$ cat config.mk
export PLATFORM = sky130hd
export DESIGN_NAME = desat_detector
export DESIGN_NICKNAME = d
export VERILOG_FILES = /design/src/rtl/desat_pkg.sv /design/src/rtl/desat_blank_timer.sv /design/src/rtl/desat_persist_filter.sv /design/src/rtl/desat_trip_latch.sv /design/src/rtl/desat_detector.sv
export SDC_FILE = /design/constraint.sdc
export NUM_CORES = 1
export LEC_CHECK = 0
export CAP_MARGIN = 40
export CORE_ASPECT_RATIO = 1.5
export CORE_MARGIN = 2
export CORE_UTILIZATION = 40
export CTS_CLUSTER_SIZE = 8
export DETAILED_ROUTE_END_ITERATION = 16
export DONT_BUFFER_PORTS = 1
export PLACE_DENSITY = 0.58
export SYNTH_ARGS = -nofsm -noshare
export SYNTH_HDL_FRONTEND = slang
export SYNTH_HIERARCHICAL = 1
export SYNTH_SLANG_ARGS = --single-unit
$ cat constraint.sdc
create_clock -name clk -period 3.1 [get_ports clk]
set_input_delay 0.62 -clock clk [delete_from_list [all_inputs] [get_ports clk]]
set_output_delay 0.62 -clock clk [all_outputs]
set_load 0.02 [all_outputs]
$ cat src/rtl/desat_pkg.sv
package desat_pkg;

  typedef enum logic [1:0] {
    PH_IDLE  = 2'd0,
    PH_BLANK = 2'd1,
    PH_ARMED = 2'd2
  } desat_phase_e;

  function automatic int unsigned max_w(input int unsigned a, input int unsigned b);
    return (a > b) ? a : b;
  endfunction

endpackage

$ cat src/rtl/desat_blank_timer.sv
module desat_blank_timer
  import desat_pkg::*;
#(
  parameter int unsigned BLANK_W = 10
) (
  input  logic               clk,
  input  logic               rst,
  input  logic               gate_on_i,
  input  logic [BLANK_W-1:0] cfg_blank_i,
  output desat_phase_e       phase_o
);

  logic               gate_q;
  logic [BLANK_W-1:0] blank_len_q;
  logic [BLANK_W-1:0] remain_q;

  always_ff @(posedge clk) begin
    if (rst) begin
      gate_q      <= 1'b0;
      blank_len_q <= '0;
      remain_q    <= '0;
    end else begin
      gate_q <= gate_on_i;
      if (!gate_on_i) begin
        blank_len_q <= cfg_blank_i;
        remain_q    <= '0;
      end else if (!gate_q) begin
        remain_q <= blank_len_q;
      end else if (remain_q != '0) begin
        remain_q <= remain_q - 1'b1;
      end
    end
  end

  always_comb begin
    if (!gate_on_i)           phase_o = PH_IDLE;
    else if (!gate_q)         phase_o = PH_BLANK;
    else if (remain_q != '0)  phase_o = PH_BLANK;
    else                      phase_o = PH_ARMED;
  end

endmodule

$ cat src/rtl/desat_persist_filter.sv
module desat_persist_filter #(
  parameter int unsigned FILT_W = 8
) (
  input  logic              clk,
  input  logic              rst,
  input  logic              gate_on_i,
  input  logic              armed_i,
  input  logic              desat_i,
  input  logic [FILT_W-1:0] cfg_filt_i,
  output logic              qual_o
);

  localparam logic [FILT_W-1:0] CNT_MAX = '1;

  logic [FILT_W-1:0] filt_len_q;
  logic [FILT_W-1:0] run_q;
  logic [FILT_W-1:0] need_m1;

  always_ff @(posedge clk) begin
    if (rst) begin
      filt_len_q <= '0;
      run_q      <= '0;
    end else begin
      if (!gate_on_i) filt_len_q <= cfg_filt_i;
      if (!armed_i || !desat_i) run_q <= '0;
      else if (run_q != CNT_MAX) run_q <= run_q + 1'b1;
    end
  end

  assign need_m1 = (filt_len_q == '0) ? '0 : filt_len_q - 1'b1;
  assign qual_o  = armed_i && desat_i && (run_q >= need_m1);

endmodule

$ cat src/rtl/desat_trip_latch.sv
module desat_trip_latch (
  input  logic clk,
  input  logic rst,
  input  logic qual_i,
  input  logic clr_i,
  output logic trip_o,
  output logic fault_o
);

  always_ff @(posedge clk) begin
    if (rst) begin
      trip_o  <= 1'b0;
      fault_o <= 1'b0;
    end else begin
      trip_o <= qual_i && !fault_o;
      if (qual_i)     fault_o <= 1'b1;
      else if (clr_i) fault_o <= 1'b0;
    end
  end

endmodule

$ cat src/rtl/desat_detector.sv
module desat_detector
  import desat_pkg::*;
#(
  parameter int unsigned BLANK_W = 10,
  parameter int unsigned FILT_W  = 8
) (
  input  logic                                  clk,
  input  logic                                  rst,
  input  logic                                  gate_on_i,
  input  logic                                  desat_i,
  input  logic [BLANK_W-1:0]                    cfg_blank_i,
  input  logic [FILT_W-1:0]                     cfg_filt_i,
  input  logic [((BLANK_W > FILT_W) ? BLANK_W : FILT_W):0] cfg_budget_i,
  input  logic                                  fault_clr_i,
  output logic                                  trip_o,
  output logic                                  fault_o,
  output logic                                  budget_over_o
);

  localparam int unsigned BUD_W = max_w(BLANK_W, FILT_W) + 1;

  desat_phase_e      phase;
  logic              armed;
  logic              qual;
  logic [FILT_W-1:0] filt_eff;
  logic [BUD_W-1:0]  window_sum;

  desat_blank_timer #(.BLANK_W(BLANK_W)) blank_i (
    .clk        (clk),
    .rst        (rst),
    .gate_on_i  (gate_on_i),
    .cfg_blank_i(cfg_blank_i),
    .phase_o    (phase)
  );

  assign armed = (phase == PH_ARMED);

  desat_persist_filter #(.FILT_W(FILT_W)) filt_i (
    .clk       (clk),
    .rst       (rst),
    .gate_on_i (gate_on_i),
    .armed_i   (armed),
    .desat_i   (desat_i),
    .cfg_filt_i(cfg_filt_i),
    .qual_o    (qual)
  );

  desat_trip_latch latch_i (
    .clk    (clk),
    .rst    (rst),
    .qual_i (qual),
    .clr_i  (fault_clr_i),
    .trip_o (trip_o),
    .fault_o(fault_o)
  );

  assign filt_eff   = (cfg_filt_i == '0) ? FILT_W'(1) : cfg_filt_i;
  assign window_sum = BUD_W'(cfg_blank_i) + BUD_W'(filt_eff);

  always_ff @(posedge clk) begin
    if (rst) budget_over_o <= 1'b0;
    else     budget_over_o <= (window_sum > cfg_budget_i);
  end

endmodule

==> results of run 1 <==
## flip-flops by register name, summed over array words and instances, names as in the netlist
| name | count |
|---|---|
| filt_i/filt_len_q | 8 |
| budget_over_o | 1 |
| blank_i/gate_q | 1 |
| latch_i/fault_o | 1 |
| latch_i/trip_o | 1 |
| blank_i/remain_q | 10 |
| filt_i/run_q | 8 |
| blank_i/blank_len_q | 10 |
## Yosys cell counts (all sizes together) (3+ instances only)
cell type	number	area, µm²
ha	30	375
nand2	13	48.8
a21o	4	30.0
nor4	7	58.8
a211oi	10	80.1
inv	24	90.1
xor2	7	61.3
and3	4	25.0
o21a	3	22.5
and2	4	27.5
a31oi	3	18.8
clkbuf	7	26.3
nand3	11	55.1
nand2b	5	31.3
nor2	42	158
o21ai	14	70.1
nor3b	3	22.5
buf	3	13.8
mux2i	20	200
dfxtp	40	801
and4	3	26.3
nor3	14	70.1
nor2b	4	25.0
a21oi	12	63.8
nand4	3	18.8
xnor2	7	61.3
## layout make-up
cell class / count / share of cell area, %
timing repair buffer: 3 / 0.768
multi-input combinational: 247 / 61.3
clock inverter: 1 / 1.02
inverter: 24 / 3.07
clock buffer: 7 / 3.29
sequential: 40 / 27.3
tap: 76 / 3.24
## kinds of logic (layout without fill, tap and decap cells)
kind of cell | count (synthesis) | count (layout) | synth area share [%]
xor+xnor | 14 | 14 | 4.53
mux | 21 | 21 | 7.81
compound gates | 60 | 60 | 14.9
fa+ha+maj | 31 | 31 | 14.6
simple gates | 121 | 121 | 23.8
buf+inv | 34 | 35 | 4.81
flops | 40 | 40 | 29.6
## worst max path at each step
| stage | endpoint | slack, ns | depth (start not counted) |
|---|---|---|---|
| floorplan | budget_over_o | 0.10 | 12 |
| global placement | budget_over_o | -0.17 | 15 |
| detailed placement | budget_over_o | -0.27 | 14 |
| CTS | budget_over_o | 0.07 | 14 |
| global route | budget_over_o | -0.02 | 14 |
| finish | budget_over_o | 0.18 | 13 |
## timing repair
action                     CTS  global route
gates resized for setup      0             5
hold buffers                 0             0
setup endpoints to repair    0             1
## metal layers
metal | wire length [µm] | up-vias
met4 | 126 | 0
met2 | 3130 | 47
li1 | - | 1156
met1 | 2470 | 1003
met3 | 290 | 9
met5 | 0 | -
## metrics by stage
| stage | setup slack [ns] | TNS, ns | instances | instance area, µm² | total power [µW] |
|---|---|---|---|---|---|
| finish | 0.179 | 0 | 398 | 2930 | 1330 |
| global route | -0.0154 | -0.0154 | 398 | 2930 | 1420 |
| CTS | 0.0683 | 0 | 398 | 2910 | 1350 |
| detailed placement | -0.268 | -0.268 | 390 | 2780 | 871 |
| global placement | -0.166 | -0.166 | 390 | 2780 | 870 |
| floorplan | 0.104 | 0 | 321 | 2710 | 816 |
## power by group through the flow
stage	Sequential (µW)	Combinational, µW	Clock [µW]
4_1_cts	561	302	488
3_5_place_dp	573	298	0
2_1_floorplan	565	251	0
3_3_place_gp	573	297	0
6_report	561	302	467
5_1_grt	565	349	505
## placed cells by master (no fill, tap or decap), drive strengths merged, types with 11 or more instances in the layout
master and count:
nor2 42, dfxtp 40, ha 30, inv 24, mux2i 20, nor3 14
o21ai 14, nand2 13, a21oi 12, nand3 11
## worst max-delay path: cells and delay by family
family | cells | cell delay [ns]
compound gates | 8 | 1.38
xor+xnor | 1 | 0.18
fa+ha+maj | 2 | 0.46
buf+inv | 1 | 0.16
simple gates | 1 | 0.29
==> results.toml, run 1 <==
[layout]
n_antenna_cell = 0
drive_gt1_share_pct = 7.76
multi_input_area_um2 = 1800
syn2layout_area_growth_pct = 8.32
regArea_um2 = 801
utilization_pct = 44.9
fillCellCount = 638
num-nets-final = 386

[worst_setup_path]
crit_path_max_incr_delay_ns = 0.31
critPathCaptureType = "register"
critPathArrivalTime_ns = 3.10
path_max_fanout = 3
crit_required_ns = 3.28
worstPathCellList = "nor4_2 -> buf_4 -> a21o_1 -> ha_1 -> a21o_1 -> a211o_1 -> o2111ai_1 -> a21boi_1 -> xor2_1 -> ha_1 -> a21o_1 -> a221oi_1 -> a211oi_1"
crit_start = "cfg_filt_i[4]"
path_class = "input port to register"
start_kind = "input port"
r2r_cells = 11
crit_top_cell = "a21o_1"
cp_slowest_cell = "a221oi_1"
worstReg2RegEnd = "latch_i/trip_o"
r2r-start = "filt_i/filt_len_q[0]"
r2r_setup_slack_ns = 0.36

[power_and_ir_drop]
pwr-share-seq_pct = 42.2
switching_power_uw = 364
p_clk_share_pct = 35.1
p_per_area_nw_per_um2 = 454
ir_drop_mv = 0.244
pwr-share-comb_pct = 22.7
swShare_pct = 27.4
p_int_uw = 967
p_leak_uw = 0.00128

[clocking]
clock-sinks = 40
clk_pin_slew_ns = 0.08
cts_setup_buffers = 0
clk_path_buf_depth = 2
cts_tree = "yes"
cts_inserted_buffers = 5
cts_root_buffer = "clkbuf_8"
htree_levels = 2
clock_latency_ns = 0.30

[synth]
ys_warn_count = 6
synth-edff-count = 0
synth-main-ff-cell = "dfxtp_1"
async_reset_ff_share_pct = 0
synth_cells = 321
yosysSeqAreaShare_pct = 29.6
synth_cell_types = 54
syn-num-nets = 386
avgSynthCellArea_um2 = 8.43
synthesis.area_um2 = 2710
ys_seq_elements = 40

[grt]
grtUsageTotal_pct = 17.6
grt_pass1_vias = 2213
grt_max_degree = 24
antenna_found_initial = 0
grt_use_met2_pct = 30.8
met3_usage_pct = 3.95
globalRouteOverflowTotal = 0
grt_first_pass_wirelength_um = 10500
grt_busiest_layer = "met2"
grt_util_met1_pct = 19.8

[worst_hold_path]
hold_path_depth = 1
hold_path_startpoint = "rst"
hp-class = "input port to register"
min_to = "latch_i/fault_o"

[routing]
drc = 0
drt-initial-drc-count = 99
firstDrtPassIters = 4
drt.antenna.violating_nets = 0
post_drt_via_cell_ratio = 5.57
wirelength_um = 6020
dr_total_vias = 2215
post_drt_wl_per_cell_um = 15.1

[sta]
slew_viol_final = 0
fmax_ghz = 0.342
relSlewSlack_pct = 66.1
setup_violations = 0
finalHoldViolations = 0
fin_hold_ws_ns = 0.378
clock-skew-final_ns = 0.00468
fin_crit_ns = 2.92
worst_slew_pin_slew_ns = 0.505
period_share_pct = 94.2

[flow_run]
cap_violations = 0

[placement]
portBuffers = 0
place.gp.congestion = 0.776
hpwl_um = 4740

[floorplan]
fp.dieArea_um2 = 7450
rows = 36
die_h_um = 105
core-area_um2 = 6530
start_util_pct = 41.4
die_w_um = 71.2
ios = 37

[status]
status = "finished clean"
Power figures use the tool's default switching activity.
==> run 2, diff against run 1 <==
- PLACE_DENSITY: 0.58 -> 0.56
- SETUP_SLACK_MARGIN: default -> 0.4
- clock period: 3.1 -> 3.65 ns (I/O delays scaled with it)
==> run 2 against run 1 <==
Net effect:
- power down 23%
- sequential cell count unchanged
- utilization down 1.1 points
- non-clock buffer count down 3
- clock power down 34%
- die area unchanged
- first-iteration DRC count up 57%
- sequential share of layout area up 0.68 points
- cell count down 0.75%
- setup slack better by 0.42 ns
- largest power group unchanged
- highest routed layer unchanged
==> results.toml, run 2 (same netlist as run 1, synthesis figures left out) <==
[layout]
num-nets-final = 383
multi_input_area_um2 = 1780
syn2layout_area_growth_pct = 5.69
final_common_cell = "nor2_1"
n_antenna_cell = 0
drive_gt1_share_pct = 5.33
reg_top3 = "blank_i/blank_len_q (10), blank_i/remain_q (10)"
fillCellCount = 658
regArea_um2 = 801
instances_no_fill = 395
layout_common_cells = "42 x nor2_1, 40 x dfxtp_1, 30 x ha_1, 24 x inv_1, 20 x mux2i_1"

[sta]
fin_hold_ws_ns = 0.494
setup_violations = 0
fmax_ghz = 0.328
clock-skew-final_ns = 0.00356
worst_slew_pin_slew_ns = 0.613
relSlewSlack_pct = 59.1
slew_viol_final = 0
rsz0062_at_grt = "no"
finalHoldViolations = 0
tns_ns = 0
fin_ws_ns = 0.603
period_share_pct = 83.5
fin_crit_ns = 3.05

[worst_setup_path]
crit_top_cell = "ha_1"
worstPathCellList = "nor4_1 -> a21o_1 -> ha_1 -> fa_1 -> a21oi_2 -> o21ai_1 -> o22a_1 -> and3_1 -> ha_1 -> nand3_1 -> nor3_2 -> and4_1 -> a211oi_1"
crit_path_max_incr_delay_ns = 0.41
crit_start = "cfg_filt_i[4]"
crit_path_end = "budget_over_o"
path_class = "input port to register"
cp_slowest_cell = "fa_1"
worstReg2RegEnd = "latch_i/trip_o"
critPathArrivalTime_ns = 3.22
critPathCaptureType = "register"
r2r_setup_slack_ns = 0.90
r2r-start = "filt_i/filt_len_q[0]"
start_kind = "input port"
r2r_cells = 11
crit_required_ns = 3.82
path_max_fanout = 3

[placement]
dp.cells = 387
hpwl_um = 4770
dp_slack_ns = 0.0797
place.gp.congestion = 0.855
portBuffers = 0

[routing]
post_drt_wl_per_cell_um = 15.0
wirelength_um = 5930
firstDrtPassIters = 5
drt-initial-drc-count = 155
drt.antenna.violating_nets = 0
drc = 0
dr_total_vias = 2222
post_drt_via_cell_ratio = 5.63

[grt]
globalRouteOverflowTotal = 0
antenna_found_initial = 0
grt_pass1_vias = 2115
grt_max_degree = 24
grt_first_pass_wirelength_um = 10200
grtUsageTotal_pct = 17.1

[floorplan]
start_util_pct = 41.4
ios = 37
core-area_um2 = 6530
rows = 36
die_h_um = 105
die_w_um = 71.2
fp.dieArea_um2 = 7450

[clocking]
clock-sinks = 40
clk_path_buf_depth = 2
htree_levels = 2
cts_tree = "yes"
clock_latency_ns = 0.29
clk_pin_slew_ns = 0.07
cts_inserted_buffers = 5
cts_setup_buffers = 0
cts_root_buffer = "clkbuf_8"

[status]
status = "finished clean"

[flow_run]
cap_violations = 0

[power_and_ir_drop]
p_per_area_nw_per_um2 = 360
p_leak_uw = 0.00125
ir_drop_mv = 0.164

[worst_hold_path]
hp-class = "input port to register"
-- run 2: cell type report --
class / count / share of cell area (%)
inverters: 24 / 3.15
well taps: 76 / 3.32
multi-input cells: 247 / 62.4
flip-flops and latches: 40 / 28.0
clock buffers: 8 / 3.15
-- run 2: per-layer routing --
layer	share of wire, %	wire length (µm)	track usage, %
met3	4.6	273	4.15
met2	50	2950	28.8
met5	0	0	0
met4	3.6	212	8.63
met1	42	2490	19.6
-- run 2: stage by stage --
| step | total power, µW | instance area, µm² | util [%] |
|---|---|---|---|
| after global routing | 1100 | 2860 | 43.8 |
| after detailed placement | 734 | 2760 | 42.3 |
| after floorplan | 693 | 2710 | - |
| final | 1030 | 2860 | 43.8 |
| after CTS | 1040 | 2860 | 43.7 |
| after global placement | 732 | 2760 | 42.3 |
-- run 2: how the worst min path moves through the flow --
stage / cells after the start / slack (ns) / to / start
finish: 1 / 0.49 / latch_i/fault_o / rst
floorplan: 2 / 0.46 / blank_i/blank_len_q[2] / blank_i/blank_len_q[2]
detailed placement: 2 / 0.49 / blank_i/blank_len_q[2] / blank_i/blank_len_q[2]
CTS: 1 / 0.48 / latch_i/fault_o / rst
global route: 1 / 0.48 / latch_i/fault_o / rst
global placement: 2 / 0.47 / blank_i/blank_len_q[2] / blank_i/blank_len_q[2]
-- run 2: critical path, delay by kind of cell --
kind | cells | cell delay [ns]
AO/OA/AOI/OAI | 5 | 0.72
adder cells (fa/ha/maj) | 3 | 0.90
AND/OR/NAND/NOR | 5 | 0.86
-- run 2: report_power, final --
| group | internal [µW] | switching [µW] | total, µW |
|---|---|---|---|
| registers | 455 | 22.8 | 478 |
| clock network | 154 | 151 | 306 |
| logic | 120 | 126 | 247 |
| total | 730 | 301 | 1030 |
-- run 2: timing repair --
action / CTS / global route
resized for setup: 1 / 1
hold buffers: 0 / 0
endpoints found under the setup margin: 1 / 1
pin swaps: 0 / 1
==> run 3, diff against run 2 <==
- clock period: 3.65 -> 2.85 ns (I/O delays scaled with it)
==> run 3 against run 2 <==
Net effect:
- critical path depth is 1 lower
- utilization grew 4.6 points
- non-clock buffer count is 11 higher
- critical path type unchanged
- register-to-register slack lost 0.57 ns
- first-iteration DRC count is 39% lower
==> results.toml, run 3 (same netlist as run 1, synthesis figures left out) <==
[status]
status = "finished clean"

[worst_setup_path]
crit_top_cell = "a21o_1"
timing.critical_path.depth = 12
crit_required_ns = 3.06
worstReg2RegEnd = "latch_i/fault_o"
path_class = "input port to register"
r2r_cells = 11
cp_top_family = "compound AO/OA/AOI/OAI gates"
cp_slowest_cell = "a211o_4"
r2r_setup_slack_ns = 0.33
critPathCaptureType = "register"
path_max_fanout = 4
r2r-start = "filt_i/filt_len_q[0]"
critPathArrivalTime_ns = 2.87
worstPathCellList = "nor3_1 -> a21o_1 -> ha_4 -> a21o_1 -> a211o_4 -> o2111ai_4 -> a21boi_2 -> xor2_1 -> ha_1 -> nand3_2 -> or3_1 -> a211oi_2"
critical_path_buf_inv_count = 0
crit_path_max_incr_delay_ns = 0.36
start_kind = "input port"

[sta]
period_share_pct = 93.4
clock-skew-final_ns = 0.00711
fin_crit_ns = 2.66
fin_ws_ns = 0.188
setup_violations = 0
worst_slew_pin_slew_ns = 0.485
slew_viol_final = 0
finalHoldViolations = 0
rsz0062_at_grt = "yes"
relSlewSlack_pct = 67.4
fmax_ghz = 0.376

[placement]
portBuffers = 0
place_area_um2 = 2860
dp_slack_ns = -0.197
hpwl_um = 4770
place.gp.congestion = 0.780

[floorplan]
ios = 37
rows = 36
die_h_um = 105
start_util_pct = 41.4
core-area_um2 = 6530
fp.dieArea_um2 = 7450
die_w_um = 71.2

[grt]
grt_max_degree = 24
grt_pass1_vias = 2179
antenna_found_initial = 0
globalRouteOverflowTotal = 0
grt_first_pass_wirelength_um = 10300
grtUsageTotal_pct = 17.4

[clocking]
cts_inserted_buffers = 5
clock_latency_ns = 0.29
htree_levels = 2
cts_root_buffer = "clkbuf_8"
cts_tree = "yes"
postCtsHoldBufs = 0
clk_path_buf_depth = 2
clock-sinks = 40
clk_pin_slew_ns = 0.08

[power_and_ir_drop]
swShare_pct = 30.5
p_per_area_nw_per_um2 = 447
pwr-share-seq_pct = 43.4
ir_drop_mv = 0.229
p_int_uw = 982
finalPower_uw = 1410
pwr-share-comb_pct = 28.8
switching_power_uw = 431
p_clk_share_pct = 27.9
p_leak_uw = 0.00134

[layout]
multi_input_area_um2 = 2000
drive_gt1_share_pct = 17.9
stdcell_area_um2 = 3160
num-nets-final = 394
syn2layout_area_growth_pct = 16.8
fillCellCount = 613
regArea_um2 = 803
n_antenna_cell = 0
final_common_cell = "nor2_1"
reg_top3 = "blank_i/blank_len_q (10), blank_i/remain_q (10)"
layout_common_cells = "41 x nor2_1, 38 x dfxtp_1, 26 x ha_1, 22 x inv_1, 20 x mux2i_1"
utilization_pct = 48.4

[routing]
drt-initial-drc-count = 95
drc = 0
drt.antenna.violating_nets = 0
post_drt_wl_per_cell_um = 15.3
dr_total_vias = 2305
firstDrtPassIters = 4
wirelength_um = 6210
post_drt_via_cell_ratio = 5.68

[worst_hold_path]
hp-class = "input port to register"
min_to = "latch_i/fault_o"
hold_path_startpoint = "rst"
hold_path_depth = 1

[flow_run]
cap_violations = 0
[run 3: cell types whose count changed in the layout (fill, tap and decap cells not counted), sizes merged]
cell / delta
clkinv: +2
buf: +11
clkbuf: -2
[run 3: power by group through the flow]
stage	clock [µW]	combinational, µW	sequential, µW
final	393	406	613
after global routing	431	458	616
after CTS	409	369	610
after detailed placement	0	341	623
after global placement	0	339	623
after floorplan	0	281	615
[run 3: layout make-up]
| cell class | count | share of cell area, % |
|---|---|---|
| Clock buffer | 6 | 2.61 |
| Clock inverter | 2 | 0.317 |
| Inverter | 24 | 2.85 |
| Multi-Input combinational cell | 247 | 63.2 |
| Sequential cell | 40 | 25.4 |
| Tap cell | 76 | 3.01 |
| Timing Repair Buffer | 11 | 2.61 |
[run 3: what timing repair did]
item	CTS	global route
pin swaps	21	15
setup endpoints to repair	3	9
resized for setup	9	19
endpoints found under the hold margin	0	0
buffers inserted	5	1
[run 3: worst max-delay path by stage]
stage / from / end / slack, ns
after floorplan: cfg_filt_i[7] / budget_over_o / 0.03
after global placement: cfg_filt_i[7] / budget_over_o / -0.13
after detailed placement: cfg_filt_i[7] / budget_over_o / -0.20
after CTS: cfg_filt_i[7] / budget_over_o / 0.25
after global routing: cfg_filt_i[1] / budget_over_o / 0.08
final: cfg_filt_i[1] / budget_over_o / 0.19
[run 3: layer usage]
layer | vias up | routed length [µm] | global-route usage [%] | part of all wire, %
met2 | 44 | 3190 | 29.7 | 51
li1 | 1168 | - | - | -
met1 | 1084 | 2610 | 20.3 | 42
met4 | 0 | 141 | 7.68 | 2.3
met5 | - | 0 | 0 | 0
met3 | 9 | 270 | 3.76 | 4.3
[run 3: worst reg2reg max path: cells and delay by family, from the launching register on]
family	cells	cell delay, ns
and+or+nand+nor	4	1.14
AOI/OAI and AO/OA	3	0.43
adders and majority gates	2	0.39
DFF	1	0.34
buffers and inverters	2	0.16
[run 3: per-stage QoR]
step,TNS (ns),hold WS (ns),std cells
final,0,0.328,406
after global routing,0,0.311,406
after CTS,0,0.317,405
after detailed placement,-0.197,0.481,392
after global placement,-0.129,0.471,392
after floorplan,0,0.458,321
